**src/rtl/crc32c_pkg.sv**
```systemverilog
package crc32c_pkg;
    localparam int CRC_W = 32;
    localparam logic [CRC_W:0] GEN_POLY = 33'h1_1EDC6F41;

    typedef enum logic [1:0] {ST_IDLE, ST_SETUP, ST_RUN} phase_t;

    typedef struct packed {
        phase_t            phase;
        logic              second;
        logic [4:0]        step;
        logic [CRC_W-1:0]  rem;
        logic [CRC_W-1:0]  tail;
        logic [CRC_W-1:0]  acc;
        logic [63:0]       data;
        logic [1:0]        size;
        logic [CRC_W-1:0]  crc;
        logic              done;
        logic              err;
    } unit_state_t;

    function automatic logic [CRC_W-1:0] rev_word(input logic [CRC_W-1:0] v);
        logic [CRC_W-1:0] r;
        for (int i = 0; i < CRC_W; i++) r[i] = v[CRC_W-1-i];
        return r;
    endfunction
endpackage

```
**src/rtl/crc32c_dividend_form.sv**
```systemverilog
module crc32c_dividend_form
    import crc32c_pkg::*;
(
    input  logic [CRC_W-1:0]   acc,
    input  logic [CRC_W-1:0]   word,
    input  logic [1:0]         size,
    output logic [2*CRC_W-1:0] dividend
);
    logic [CRC_W-1:0] masked;
    logic [CRC_W-1:0] dref;
    logic [2*CRC_W-1:0] acc_part;

    always_comb begin
        case (size)
            2'd0:    masked = {24'b0, word[7:0]};
            2'd1:    masked = {16'b0, word[15:0]};
            default: masked = word;
        endcase
        case (size)
            2'd0:    dref = rev_word(masked) >> 24;
            2'd1:    dref = rev_word(masked) >> 16;
            default: dref = rev_word(masked);
        endcase
        case (size)
            2'd0:    acc_part = {32'b0, rev_word(acc)} << 8;
            2'd1:    acc_part = {32'b0, rev_word(acc)} << 16;
            default: acc_part = {32'b0, rev_word(acc)} << 32;
        endcase
        dividend = {dref, 32'b0} ^ acc_part;
    end
endmodule

```
**src/rtl/crc32c_div_step.sv**
```systemverilog
module crc32c_div_step
    import crc32c_pkg::*;
(
    input  logic [CRC_W-1:0] rem,
    input  logic             bit_in,
    output logic [CRC_W-1:0] rem_nxt
);
    logic [CRC_W:0] widened;

    always_comb begin
        widened = {rem, bit_in};
        if (widened[CRC_W]) widened = widened ^ GEN_POLY;
        rem_nxt = widened[CRC_W-1:0];
    end
endmodule

```
**src/rtl/crc32c_seq_unit.sv**
```systemverilog
module crc32c_seq_unit
    import crc32c_pkg::*;
#(
    parameter bit ALLOW_QWORD = 1'b1
) (
    input  logic        clk,
    input  logic        rst_n,
    input  logic        start,
    input  logic [1:0]  size,
    input  logic [31:0] acc_in,
    input  logic [63:0] data_in,
    output logic        busy,
    output logic        done,
    output logic [31:0] crc_out,
    output logic        error
);
    localparam logic [4:0] LAST_STEP = 5'(CRC_W - 1);

    unit_state_t st_q, st_d;
    logic [2*CRC_W-1:0] dividend;
    logic [CRC_W-1:0]   step_out;
    logic [CRC_W-1:0]   cur_word;

    assign cur_word = st_q.second ? st_q.data[63:32] : st_q.data[31:0];

    crc32c_dividend_form u_form (
        .acc      (st_q.acc),
        .word     (cur_word),
        .size     (st_q.size),
        .dividend (dividend)
    );

    crc32c_div_step u_step (
        .rem     (st_q.rem),
        .bit_in  (st_q.tail[CRC_W-1]),
        .rem_nxt (step_out)
    );

    always_comb begin
        st_d      = st_q;
        st_d.done = 1'b0;
        st_d.err  = 1'b0;
        case (st_q.phase)
            ST_IDLE: begin
                if (start) begin
                    if (size == 2'd3 && !ALLOW_QWORD) begin
                        st_d.err = 1'b1;
                    end else begin
                        st_d.phase  = ST_SETUP;
                        st_d.second = 1'b0;
                        st_d.acc    = acc_in;
                        st_d.data   = data_in;
                        st_d.size   = size;
                    end
                end
            end
            ST_SETUP: begin
                st_d.rem   = dividend[2*CRC_W-1:CRC_W];
                st_d.tail  = dividend[CRC_W-1:0];
                st_d.step  = '0;
                st_d.phase = ST_RUN;
            end
            default: begin
                st_d.rem  = step_out;
                st_d.tail = st_q.tail << 1;
                st_d.step = st_q.step + 5'd1;
                if (st_q.step == LAST_STEP) begin
                    if (st_q.size == 2'd3 && !st_q.second) begin
                        st_d.acc    = rev_word(step_out);
                        st_d.second = 1'b1;
                        st_d.phase  = ST_SETUP;
                    end else begin
                        st_d.crc   = rev_word(step_out);
                        st_d.done  = 1'b1;
                        st_d.phase = ST_IDLE;
                    end
                end
            end
        endcase
    end

    always_ff @(posedge clk or negedge rst_n) begin
        if (!rst_n) st_q <= '0;
        else        st_q <= st_d;
    end

    assign busy    = (st_q.phase != ST_IDLE);
    assign done    = st_q.done;
    assign crc_out = st_q.crc;
    assign error   = st_q.err;


    done_pulse_chk: assert property (@(posedge clk) disable iff (!rst_n)
        done |=> !done);

    done_idle_chk: assert property (@(posedge clk) disable iff (!rst_n)
        $rose(done) |-> $fell(busy));

    start_ignored_chk: assert property (@(posedge clk) disable iff (!rst_n)
        (busy && start) |=> ($stable(st_q.size) && $stable(st_q.data)));

    crc_hold_chk: assert property (@(posedge clk) disable iff (!rst_n)
        !done |-> $stable(crc_out));

    err_no_busy_chk: assert property (@(posedge clk) disable iff (!rst_n)
        error |-> (!busy && !done));
endmodule

```
**config.mk**
```make
export PLATFORM = sky130hd
export DESIGN_NAME = crc32c_seq_unit
export DESIGN_NICKNAME = d
export VERILOG_FILES = /design/src/rtl/crc32c_pkg.sv /design/src/rtl/crc32c_dividend_form.sv /design/src/rtl/crc32c_div_step.sv /design/src/rtl/crc32c_seq_unit.sv
export SDC_FILE = /design/constraint.sdc
export NUM_CORES = 1
export LEC_CHECK = 0
export BUFFER_PORTS_ARGS = -buffer_cell sky130_fd_sc_hd__buf_2
export CORE_MARGIN = 5
export CORE_UTILIZATION = 57
export CTS_CLUSTER_SIZE = 30
export DETAILED_ROUTE_END_ITERATION = 8
export PLACE_DENSITY = 0.86
export SYNTH_ARGS = -nofsm -noshare
export SYNTH_HDL_FRONTEND = slang
export SYNTH_SLANG_ARGS = --single-unit
export TNS_END_PERCENT = 5
```
**constraint.sdc**
```tcl
create_clock -name clk -period 2.45 [get_ports clk]
set_input_delay 0.245 -clock clk [delete_from_list [all_inputs] [get_ports clk]]
set_output_delay 0.245 -clock clk [all_outputs]
set_load 0.02 [all_outputs]
```
### Word-level counts from Yosys, hierarchy flattened

Cells that the tools add are included.

* output and inout port bits: 35
* word-level logic and storage cells: 53
* register bits: 203

* muxes and demuxes: 19
* $add $sub $neg: 1
* bitwise gates (word level): 5
* equality and inequality tests: 5
* reductions and logical operators: 13

Operators by type and width (number)
* 32-bit case mux with 2 select lines: 3
* 69-bit case mux with 2 select lines: 1
* 64-bit case mux with 2 select lines: 1
* 98-bit two-way mux: 1
* 32-bit two-way mux: 3
* 64-bit XOR: 1
* 29-bit two-way mux: 1
* 17-bit inverter: 1
* 3-bit two-way mux: 2
* 2-bit nonzero test: 3
* 5-bit by 1-bit adder with 5-bit output (second input constant): 1
* 5-bit == test (second input constant): 1
* 1-bit two-way mux: 5
* 2-bit by 1-bit == test with 1-bit output (second input constant): 2
* 2-bit zero test: 2
* 2-bit case mux with 2 select lines: 1
* 2-bit AND reduction: 2
* 4-bit AND reduction: 1
* 1-bit inverter: 3
* 3-bit AND reduction: 1
* 3-bit nonzero test: 1
* 2-bit == test (second input constant): 1
* 2-bit != test (second input constant): 1
* 1-bit case mux with 2 select lines: 1
* other kinds (3): 3

### Depth between registers and ports, before layout

Gate-level depths: netlist of run 1.

* word-level depth: 5
* gate-level depth with buffers: 8
* gate-level depth less buffers: 7

### By module

A second synthesis of run 1 with hierarchy kept.

* cells, all modules: 986
* area, all modules: 10754.1 µm²

Modules (own cells, without submodules)
* crc32c_seq_unit: sequential area each 5079.9 µm², area each 9232.6 µm², cells an instance 768, times used 1
* crc32c_dividend_form: sequential area each 0.0 µm², area each 1228.7 µm², cells an instance 184, times used 1
* crc32c_div_step: sequential area each 0.0 µm², area each 292.8 µm², cells an instance 34, times used 1

### Worst setup path before layout of run 1

OpenSTA, ideal clock, no wires.

* kind: register to register
* from: register st_q[196] in the netlist's numbering
* to: register st_q[114] in the netlist's numbering
* required time: 2332 ps
* arrival time: 1745 ps
* setup slack: 587 ps
* buffers on the path: 2
* period minus slack after synthesis: 1863 ps
* library setup time: 118 ps
* stages on the path, launching flop included: 9
* cell sequence: dfrtp_1 -> ha_1 -> and3_1 -> ha_1 -> and3_1 -> buf_4 -> buf_6 -> a22o_1 -> a21o_1

* cells in the longest elaborated chain, start to end: 3

Ends and longest elaborated chain
* start: declaration: RTL line crc32c_seq_unit.sv:19 `unit_state_t st_q, st_d;`
* start signal: assignment: RTL line crc32c_seq_unit.sv:84 `else st_q <= st_d;`
* 5-bit == test: RTL line crc32c_seq_unit.sv:67 `if (st_q.step == LAST_STEP) begin`
* 2-bit nonzero test (no source line)
* 4-bit AND reduction (no source line)

No other way between the ends.
A chain may end at the register's enable or synchronous reset.

### Final worst setup path of run 1

* from: register st_q[196] in the netlist's numbering
* to: register st_q[121] in the netlist's numbering

The elaborated chain is that of the path after synthesis.

==> summary.txt, run 1 <==
Status
  • Status: completed

Yosys
  • Ys Warns: 0
  • Yosys cell types: 39
  • Number of synthesized register bits: ~200
  • Mean post-synth cell area: ~10 µm²
  • Syn Inst Count: about 900
  • Syn Nets: ~1000
  • Primary FF master, synth: dfrtp_1
  • Seq/Total Area, Yosys: a little over half
  • Post-Syn Area: about 9300 µm²
  • Post-synth ARST share: 100%
  • Post-synth EDFFs: 0

Final layout
  • Most frequent cells in the layout: nand2_1, dfrtp_1, buf_2
  • Layout cells sized above 1: between 20% and 30%
  • Area Growth Syn to Fin: 17.2%
  • Commonest non-fill, non-tap cell in the layout: nand2_1
  • Nets: around 1100

Place
  • Port Buffer Count: approximately 130
  • GP Congestion: roughly 0.93
  • HPWL after DPL: ~18000 µm

Critical path
  • Worst path required time: 2.82 ns
  • Worst path max stage delay: 0.65 ns
  • Worst-path cell chain: ha_1 > and3_1 > ha_1 > and3_1 > nor2_4 > a221o_1
  • Crit-path slowest cell: nor2_4
  • CP Buf/Inv Count: 0
  • Family with the most delay on the worst path: simple AND/OR/NAND/NOR gates
  • CP Max Fanout: 32
  • Crit path DAT: approximately 2.7 ns
  • Crit. End Element: flip-flop
  • CP Launch Type: flip-flop
  • Setup CP Type: flip-flop to flip-flop

GRT
  • Initial antenna violation count: 0
  • Overall Global Routing Usage: roughly 28%
  • Total global routing overflow: 0
  • Largest net degree at the start of global routing: 78
  • Vias in the first global route: around 7200
  • First-pass GRT wire length: a little under 40000 µm

Clock network
  • H-tree lvl count: 4
  • Post-CTS Repair Setup Buffers: 0
  • PostCTS Resize Cnt: 0
  • CTS buffer count: 17
  • Clk buf depth: 2
  • Worst-Skew Late Latency: about 0.44 ns
  • CTS Hold Bufs: 28
  • Clock-pin transition on the worst setup and hold timing paths: 0.07 ns
  • CTS Root Cell: clkbuf_16
  • Clock sinks: slightly below 200
  • TritonCTS clock tree: done

Detailed routing
  • Initial DRC count: around 710
  • Vias after detailed routing: around 7400
  • WL final: ~25000 µm
  • Remaining DRCs: 0
  • DR pass1 iterations: 7
  • Via density: 5.89
  • Avg WL per Cell: 20.0 µm
  • Routed Antenna Nets: 0

STA
  • Crit share post-route: 95.1%
  • Slew at the pin with the worst max-slew slack: 1.04 ns
  • RSZ-0062 raised after global routing: no
  • Setup violators final: 0
  • Setup TNS: 0 ns
  • Final slew viol count: 0
  • Final hold slack: 0.00311 ns
  • Slew margin rel.: ~30%
  • Peak Freq: 429 MHz
  • Clock skew: around 0.012 ns
  • Fin crit period: ~2.3 ns
  • Final hold violations: 0

Pwr
  • Peak VDD IR: about 0.63 mV
  • PD cells: 1140 nW/µm²
  • Final Power: ~12000 µW
  • Leak Pwr: between 0.005 and 0.006 µW

Floorplan
  • Die extent in y: between 100 and 150 µm
  • Die W: 137 µm
  • IO Count: about 140
  • Site Rows: between 40 and 50
  • Die ar.: approximately 19000 µm²
  • Starting Density: around 58%
  • Core area: about 16000 µm²

Hold path
  • HP Class: input pin to flip-flop

Job
  • Max-cap viol count: 0
[kinds of logic (layout without fill, tap and decap cells)]
logic type                 Yosys count  in the layout  synth area share [%]
AOI/OAI and AO/OA                  190            190                  14.6
xor gates and xnor gates            51             51                  4.83
adders and majority gates            2              2                 0.270
buffers and inverters               99            228                  6.22
DFF                                195            195                  52.8
muxes                               79             79                  8.97
other                                1              2                0.0405
and+or+nand+nor                    286            286                  12.4
[metal layers]
| layer | wire [µm] | GRT usage (%) | share of wire (%) |
|---|---|---|---|
| met1 | 10100 | 38.3 | 40 |
| met2 | 11400 | 41.8 | 46 |
| met3 | 2560 | 6.50 | 10 |
| met4 | 965 | 11.0 | 3.9 |
| met5 | 0 | 1.39 | 0 |
[state kept, by name (all words and copies together) (netlist names)]
name     cells
crc_out     32
done         1
st_q       162
[worst reg2reg max path, stage by stage, from the launching register on]
cell	delay [ns]
dfrtp_1	0.43
ha_1	0.24
and3_1	0.19
ha_1	0.23
and3_1	0.23
nor2_4	0.66
a221o_1	0.28
[cells in the mapped netlist, types with 3 or more instances]
cell         n  area share (%)
a22o_1      22             2.1
buf_6        5            0.61
mux2_2      31             3.8
a22oi_1     20             1.6
mux2i_1     48             5.2
a21o_1      15             1.2
buf_2       22             1.2
clkbuf_1    28             1.1
nand2_1    221             9.0
o22ai_1      9            0.61
xnor2_1     36             3.4
xor2_1      15             1.4
o2bb2ai_1   16             1.5
nor2_1      40             1.6
a221oi_1     8            0.76
and3_1      12            0.81
o221ai_1     4            0.38
o21ai_0     38             2.1
buf_4       37             3.0
inv_1        4            0.16
dfrtp_1    195              53
a21oi_1     35             1.9
buf_1        3            0.12
a221o_1     19             2.1
[through the flow]
step | util [%] | instance area (µm²) | cells | worst slack [ns]
3_5_place_dp | 62.6 | 9940 | 1188 | 0.185
6_report | 68.2 | 10800 | 1249 | 0.119
5_1_grt | 68.2 | 10800 | 1248 | 0.0426
3_3_place_gp | 62.6 | 9940 | 1188 | 0.280
4_1_cts | 68.2 | 10800 | 1248 | 0.143
2_1_floorplan | - | 9250 | 903 | 0.587
[power breakdown]
part	leakage (µW)	internal (µW)	switching (µW)
Sequential	0.00249	4240	1060
Combinational	0.00260	1780	2330
Clock	0.000300	1690	1240
[cell type report]
class | instances | area (µm²)
Fill cell | 1230 | 5040
Multi-Input combinational cell | 609 | 3800
Antenna cell | 1 | 2.50
Clock buffer | 21 | 470
Clock inverter | 11 | 150
Timing Repair Buffer | 192 | 1250
Sequential cell | 195 | 4880
Inverter | 4 | 15.0
Tap cell | 216 | 270
[final timing paths]
check / from / to / slack, ns / cells past startpoint
min in group asynchronous: rst_n / done / 0.42 / 2
setup / recovery: st_q[196] / st_q[121] / 0.12 / 6
hold / removal: data_in[13] / st_q[49] / 0.003 / 3
setup reg to reg: st_q[196] / st_q[121] / 0.12 / 6
max in group asynchronous: rst_n / crc_out[20] / 1.31 / 3
hold reg to reg: st_q[71] / st_q[71] / 0.48 / 2
Power figures use the tool's default switching activity.
==> run 2, diff against run 1 <==
--- a/config.mk
+++ b/config.mk
@@ -6,8 +6,10 @@
 export NUM_CORES = 1
 export LEC_CHECK = 0
 export BUFFER_PORTS_ARGS = -buffer_cell sky130_fd_sc_hd__buf_2
+export CELL_PAD_IN_SITES_DETAIL_PLACEMENT = 1
+export CELL_PAD_IN_SITES_GLOBAL_PLACEMENT = 1
 export CORE_MARGIN = 5
-export CORE_UTILIZATION = 57
+export CORE_UTILIZATION = 45
 export CTS_CLUSTER_SIZE = 30
 export DETAILED_ROUTE_END_ITERATION = 8
 export PLACE_DENSITY = 0.86
==> constraint.sdc (replaced) <==
create_clock -name clk -period 2.45 [get_ports clk]
set_input_delay 0.49 -clock clk [delete_from_list [all_inputs] [get_ports clk]]
set_output_delay 0.49 -clock clk [all_outputs]
set_load 0.02 [all_outputs]
==> run 2 against run 1 <==
Compared with the run above:
- final cell count is 2.4% higher
- first-iteration DRC count down 2.9%
- total power up 3.1%
==> summary.txt, run 2 (synthesis gave the netlist of run 1 again) <==
Clock network
  • PostCTS Resize Cnt: 0 (unchanged)
  • CTS Hold Bufs: 0 (-100%)
  • CTS Root Cell: clkbuf_16
  • H-tree lvl count: 4 (unchanged)
  • Clock sinks: 195 (unchanged)
  • Clock-pin transition on the worst setup and hold timing paths: 0.07 ns (about the same)
  • TritonCTS clock tree: done
  • Clk buf depth: 2 (unchanged)
  • Worst-Skew Late Latency: 0.44 ns (about the same)
  • CTS buffer count: 17 (unchanged)
  • Post-CTS Repair Setup Buffers: 0 (unchanged)

GRT
  • Vias in the first global route: 7813 (+9.0%)
  • Total global routing overflow: 0 (unchanged)
  • Overall Global Routing Usage: 25.3% (-2.2 points)
  • Largest net degree at the start of global routing: 61 (-22%)
  • First-pass GRT wire length: 45900 µm (+17%)
  • Initial antenna violation count: 0 (unchanged)

Critical path
  • R2r endpoint: st_q[108]
  • Crit path DAT: 2.70 ns (about the same)
  • CP Max Fanout: 32 (unchanged)
  • Worst-path cell chain: ha_1 > and3_1 > ha_1 > and3_1 > nor2_4 > a221o_1
  • Worst path required time: 2.82 ns (about the same)
  • Setup CP Type: flip-flop to flip-flop
  • CP Buf/Inv Count: 0 (unchanged)
  • R2r startpoint: st_q[196]
  • Worst path max stage delay: 0.65 ns (about the same)
  • R2r setup slk: 0.12 ns (about the same)
  • Crit. End Element: flip-flop
  • CP Launch Type: flip-flop
  • Crit-path slowest cell: nor2_4
  • R2r worst-path depth: 6 (unchanged)
  • Family with the most delay on the worst path: simple AND/OR/NAND/NOR gates

STA
  • Fin crit period: 2.33 ns (-0.00220 ns)
  • Setup TNS: 0 ns (unchanged)
  • Clock skew: 0.0102 ns (-0.00180 ns)
  • Peak Freq: 429 MHz (about the same)
  • Crit share post-route: 95.1% (about the same)
  • Final hold violations: 0 (unchanged)
  • Setup violators final: 0 (unchanged)
  • RSZ-0062 raised after global routing: no
  • Final slew viol count: 0 (unchanged)
  • Slew margin rel.: 43.2% (+12 points)
  • Slew at the pin with the worst max-slew slack: 0.850 ns (-0.188 ns)

Final layout
  • Max reg flops: 162 (unchanged)
  • Nets: 1101 (-1.9%)
  • Layout cells sized above 1: 23.9% (+1.2 points)
  • Most frequent cells in the layout: nand2_1, dfrtp_1, buf_2
  • Area Growth Syn to Fin: 15.2%
  • Commonest non-fill, non-tap cell in the layout: nand2_1
  • N_diodes: 0 (-1)
  • Most flops, register: st_q
  • Cell area after layout: 10700 µm² (-1.7%)

Hold path
  • HP Class: input pin to async pin

Detailed routing
  • Via density: 5.76 (-2.1%)
  • Top Layer Used: met4
  • Routed Antenna Nets: 0 (unchanged)
  • Metal1 wirelength: 12700 µm (+26%)
  • Vias after detailed routing: 7373 (+0.26%)
  • Met2 WL: 14200 µm (+25%)
  • DR pass1 iterations: 5 (-2)
  • Avg WL per Cell: 23.3 µm (+16%)
  • WL final: 29700 µm (+19%)
  • Met3 WL post-DR: 1810 µm (-29%)
  • Initial DRC count: 692 (-2.9%)
  • Remaining DRCs: 0 (unchanged)

Floorplan
  • Die extent in y: 153 µm (+12%)
  • IO Count: 136 (unchanged)
  • Die ar.: 23500 µm² (+25%)
  • Die W: 153 µm (+12%)
  • Core area: 20200 µm² (+27%)
  • Starting Density: 45.7% (-13 points)
  • Site Rows: 52 (+13%)

Place
  • Port Buffer Count: 134 (unchanged)
  • Area post-placement: 10000 µm² (+1.1%)
  • GP Congestion: 0.949 (+2.6%)
  • HPWL after DPL: 21200 µm (+20%)

Job
  • Max-cap viol count: 0 (unchanged)

Status
  • Status: completed

Pwr
  • Peak VDD IR: 0.581 mV (-8.0%)
  • Leak Pwr: 0.00530 µW (-1.5%)
  • PD cells: 1190 nW/µm² (+4.9%)
[run 2: cell types whose count changed in the layout (fill, tap and decap cells not counted), sizes merged]
cell	change
clkinvlp	-2
diode	-1
buf	+7
dlygate4sd3	-28
clkinv	-2
inv	+3
clkbuf	-1
[run 2: worst max path at each step]
stage | startpoint | end | slack [ns] | cells past startpoint
final | st_q[196] | st_q[108] | 0.12 | 6
after global routing | st_q[196] | st_q[112] | 0.05 | 6
after global placement | st_q[196] | st_q[109] | 0.27 | 6
after detailed placement | st_q[196] | st_q[108] | 0.18 | 6
after floorplan | st_q[196] | st_q[114] | 0.59 | 8
after CTS | st_q[196] | st_q[108] | 0.15 | 6
[run 2: metal layers]
metal  up-vias  track usage [%]
met5         -                0
met1      3760             34.7
met4         0             9.08
li1       3265                -
met2       294             40.5
met3        54             4.64
[run 2: where the power goes]
part | total (µW) | internal [µW] | switching (µW)
clock | 2970 | 1690 | 1280
combinational | 4410 | 1800 | 2610
sequential | 5350 | 4240 | 1110
total | 12700 | 7740 | 4990
[run 2: per-stage QoR]
step	setup WS (ns)	hold slack [ns]	power, µW	util [%]	instances
floorplan	0.587	0.194	7830	-	903
global placement	0.270	0.457	9330	49.6	1249
detailed placement	0.178	0.462	9590	49.6	1249
CTS	0.146	0.0573	12700	52.7	1279
global route	0.0500	0.0858	13300	52.7	1279
finish	0.121	0.0446	12700	52.7	1279
[run 2: final cells by class]
cell class                      count  area [µm²]
Clock inverter                     10         146
Multi-Input combinational cell    609        3800
Inverter                            4        15.0
Clock buffer                       20         467
Sequential cell                   195        4880
Tap cell                          270         338
Timing Repair Buffer              171        1010
Fill cell                        2275        9580
==> run 3, diff against run 2 <==
--- a/config.mk
+++ b/config.mk
@@ -12,6 +12,7 @@
 export CORE_UTILIZATION = 45
 export CTS_CLUSTER_SIZE = 30
 export DETAILED_ROUTE_END_ITERATION = 8
+export MAX_ROUTING_LAYER = met4
 export PLACE_DENSITY = 0.86
 export SYNTH_ARGS = -nofsm -noshare
 export SYNTH_HDL_FRONTEND = slang
==> run 3 against run 2 <==
Compared with the run above:
- clock skew is 0.0022 ns higher
- global-route usage is 0.33 points higher
- final cell count stayed put
- first-iteration DRC count is 8.7% lower
- total power is 0.95% lower
- count of clock-buffer cells in the layout is 1 lower
- sequential power hardly changed
- critical endpoint is now st_q[112]
- largest cell class unchanged
- largest power group unchanged
==> summary.txt, run 3 (synthesis gave the netlist of run 1 again) <==
Place
  • GP Congestion: 0.932 (-1.9%)
  • Port Buffer Count: 134 (unchanged)
  • HPWL after DPL: 21000 µm (-0.83%)
  • Area post-placement: 10100 µm² (about the same)
  • Placed cells: 1247 (-0.16%)

GRT
  • Largest net degree at the start of global routing: 67 (+9.8%)
  • First-pass GRT wire length: 45700 µm (-0.51%)
  • Vias in the first global route: 7841 (+0.36%)
  • Overall Global Routing Usage: 25.6% (+0.33 points)
  • Initial antenna violation count: 0 (unchanged)
  • Total global routing overflow: 0 (unchanged)

Critical path
  • Crit-path slowest cell: nor2_4
  • CP Launch Type: flip-flop
  • Worst-path cell chain: ha_1 > and3_1 > ha_1 > and3_1 > nor2_4 > a221o_1
  • Crit path DAT: 2.61 ns (-0.09 ns)
  • Setup CP Type: flip-flop to flip-flop
  • Worst path max stage delay: 0.50 ns (-0.15 ns)
  • Crit. End Element: flip-flop
  • Worst path required time: 2.82 ns (about the same)
  • CP Max Fanout: 16 (-50%)

Final layout
  • Nets: 1100 (-0.091%)
  • Cell area after layout: 10600 µm² (-0.16%)
  • Layout cells sized above 1: 23.9% (unchanged)
  • Final non-filler cell total: 1279 (unchanged)
  • Most flops, register: st_q
  • Max reg flops: 162 (unchanged)
  • Finished Core Util: 52.6% (-0.087 points)
  • Commonest non-fill, non-tap cell in the layout: nand2_1
  • N_diodes: 0 (unchanged)
  • Most frequent cells in the layout: nand2_1, dfrtp_1, buf_2
  • Area Growth Syn to Fin: 15.0%

Job
  • Max-cap viol count: 0 (unchanged)

Pwr
  • Final Power: 12600 µW (-0.95%)
  • PD cells: 1190 nW/µm² (-0.78%)
  • Peak VDD IR: 0.648 mV (+12%)
  • Leak Pwr: 0.00528 µW (-0.54%)

Clock network
  • Clock-pin transition on the worst setup and hold timing paths: 0.07 ns (about the same)
  • H-tree lvl count: 4 (unchanged)
  • Clk buf depth: 2 (unchanged)
  • Post-CTS Repair Setup Buffers: 0 (unchanged)
  • Clock sinks: 195 (unchanged)
  • Worst-Skew Late Latency: 0.45 ns (about the same)
  • CTS buffer count: 17 (unchanged)
  • CTS Root Cell: clkbuf_16
  • TritonCTS clock tree: done

Floorplan
  • Die extent in y: 153 µm (unchanged)
  • Die W: 153 µm (unchanged)
  • IO Count: 136 (unchanged)
  • Die ar.: 23500 µm² (unchanged)
  • Core area: 20200 µm² (unchanged)
  • Site Rows: 52 (unchanged)
  • Starting Density: 45.7% (unchanged)

Detailed routing
  • Vias after detailed routing: 7419 (+0.62%)
  • Initial DRC count: 632 (-8.7%)
  • Remaining DRCs: 0 (unchanged)
  • Routed Antenna Nets: 0 (unchanged)
  • Avg WL per Cell: 22.9 µm (-1.6%)
  • Via density: 5.80 (+0.62%)
  • DR pass1 iterations: 5 (unchanged)
  • WL final: 29300 µm (-1.6%)

STA
  • RSZ-0062 raised after global routing: no
  • Crit share post-route: 91.6% (-3.5 points)
  • Final hold violations: 0 (unchanged)
  • Fin crit period: 2.24 ns (-0.0850 ns)
  • Final slew viol count: 0 (unchanged)
  • Setup TNS: 0 ns (unchanged)
  • Slew margin rel.: 63.3% (+20 points)
  • Slew at the pin with the worst max-slew slack: 0.546 ns (-0.304 ns)
  • Setup violators final: 0 (unchanged)
  • Clock skew: 0.0125 ns (+0.00223 ns)
  • Peak Freq: 446 MHz (+3.8%)

Status
  • Status: completed

Hold path
  • HP Class: input pin to async pin
==> run 3: path summary, 6_finish.rpt <==
| check | startpoint | endpoint | slack (ns) | cells past startpoint |
|---|---|---|---|---|
| worst min register to register | st_q[57] | st_q[57] | 0.48 | 2 |
| worst max-delay path | st_q[196] | st_q[112] | 0.21 | 6 |
| min in group clk | data_in[23] | st_q[59] | 0.23 | 3 |
| worst min-delay path | rst_n | st_q[143] | 0.03 | 1 |
| max in group asynchronous | rst_n | st_q[105] | 1.68 | 2 |
| worst max register to register | st_q[196] | st_q[112] | 0.21 | 6 |
==> run 3: area by class of cell <==
cell class                      instances  area, µm²
Sequential cell                       195       4880
Tap cell                              270        338
Timing Repair Buffer                  169       1020
Clock inverter                         12        121
Fill cell                            2253       9590
Multi-Input combinational cell        610       3820
Inverter                                4       15.0
Clock buffer                           19        453
==> run 3: worst max-delay path, delay by kind of cell (launching register included) <==
kind                     cells  cell delay, ns
adder cells (fa/ha/maj)      2            0.48
flip-flops                   1            0.41
AND/OR/NAND/NOR              3            1.01
AO/OA/AOI/OAI                1            0.26
==> run 3: through the flow <==
step | worst slack [ns] | hold slack, ns
global route | 0.142 | 0.0536
CTS | 0.135 | 0.0328
floorplan | 0.587 | 0.194
global placement | 0.265 | 0.457
finish | 0.206 | 0.0253
detailed placement | 0.157 | 0.463
==> run 3: per-layer routing <==
metal | vias to the layer above | track usage (%) | part of all wire, %
li1 | 3266 | - | -
met1 | 3756 | 34.7 | 43
met2 | 331 | 38.8 | 47
met3 | 66 | 5.65 | 7.2
met4 | 0 | 8.33 | 3.1
met5 | - | - | 0
==> run 3: power by group <==
group          leakage, µW  internal [µW]  total (µW)  switching, µW
clock             0.000275           1470        2800           1330
sequential         0.00249           4240        5320           1080
combinational      0.00251           1860        4490           2630
==> run 3: repair_timing <==
action,CTS,global route
gates resized for setup,0,1
hold endpoints to repair,0,0
endpoints found under the setup margin,0,2
hold buffers,0,0
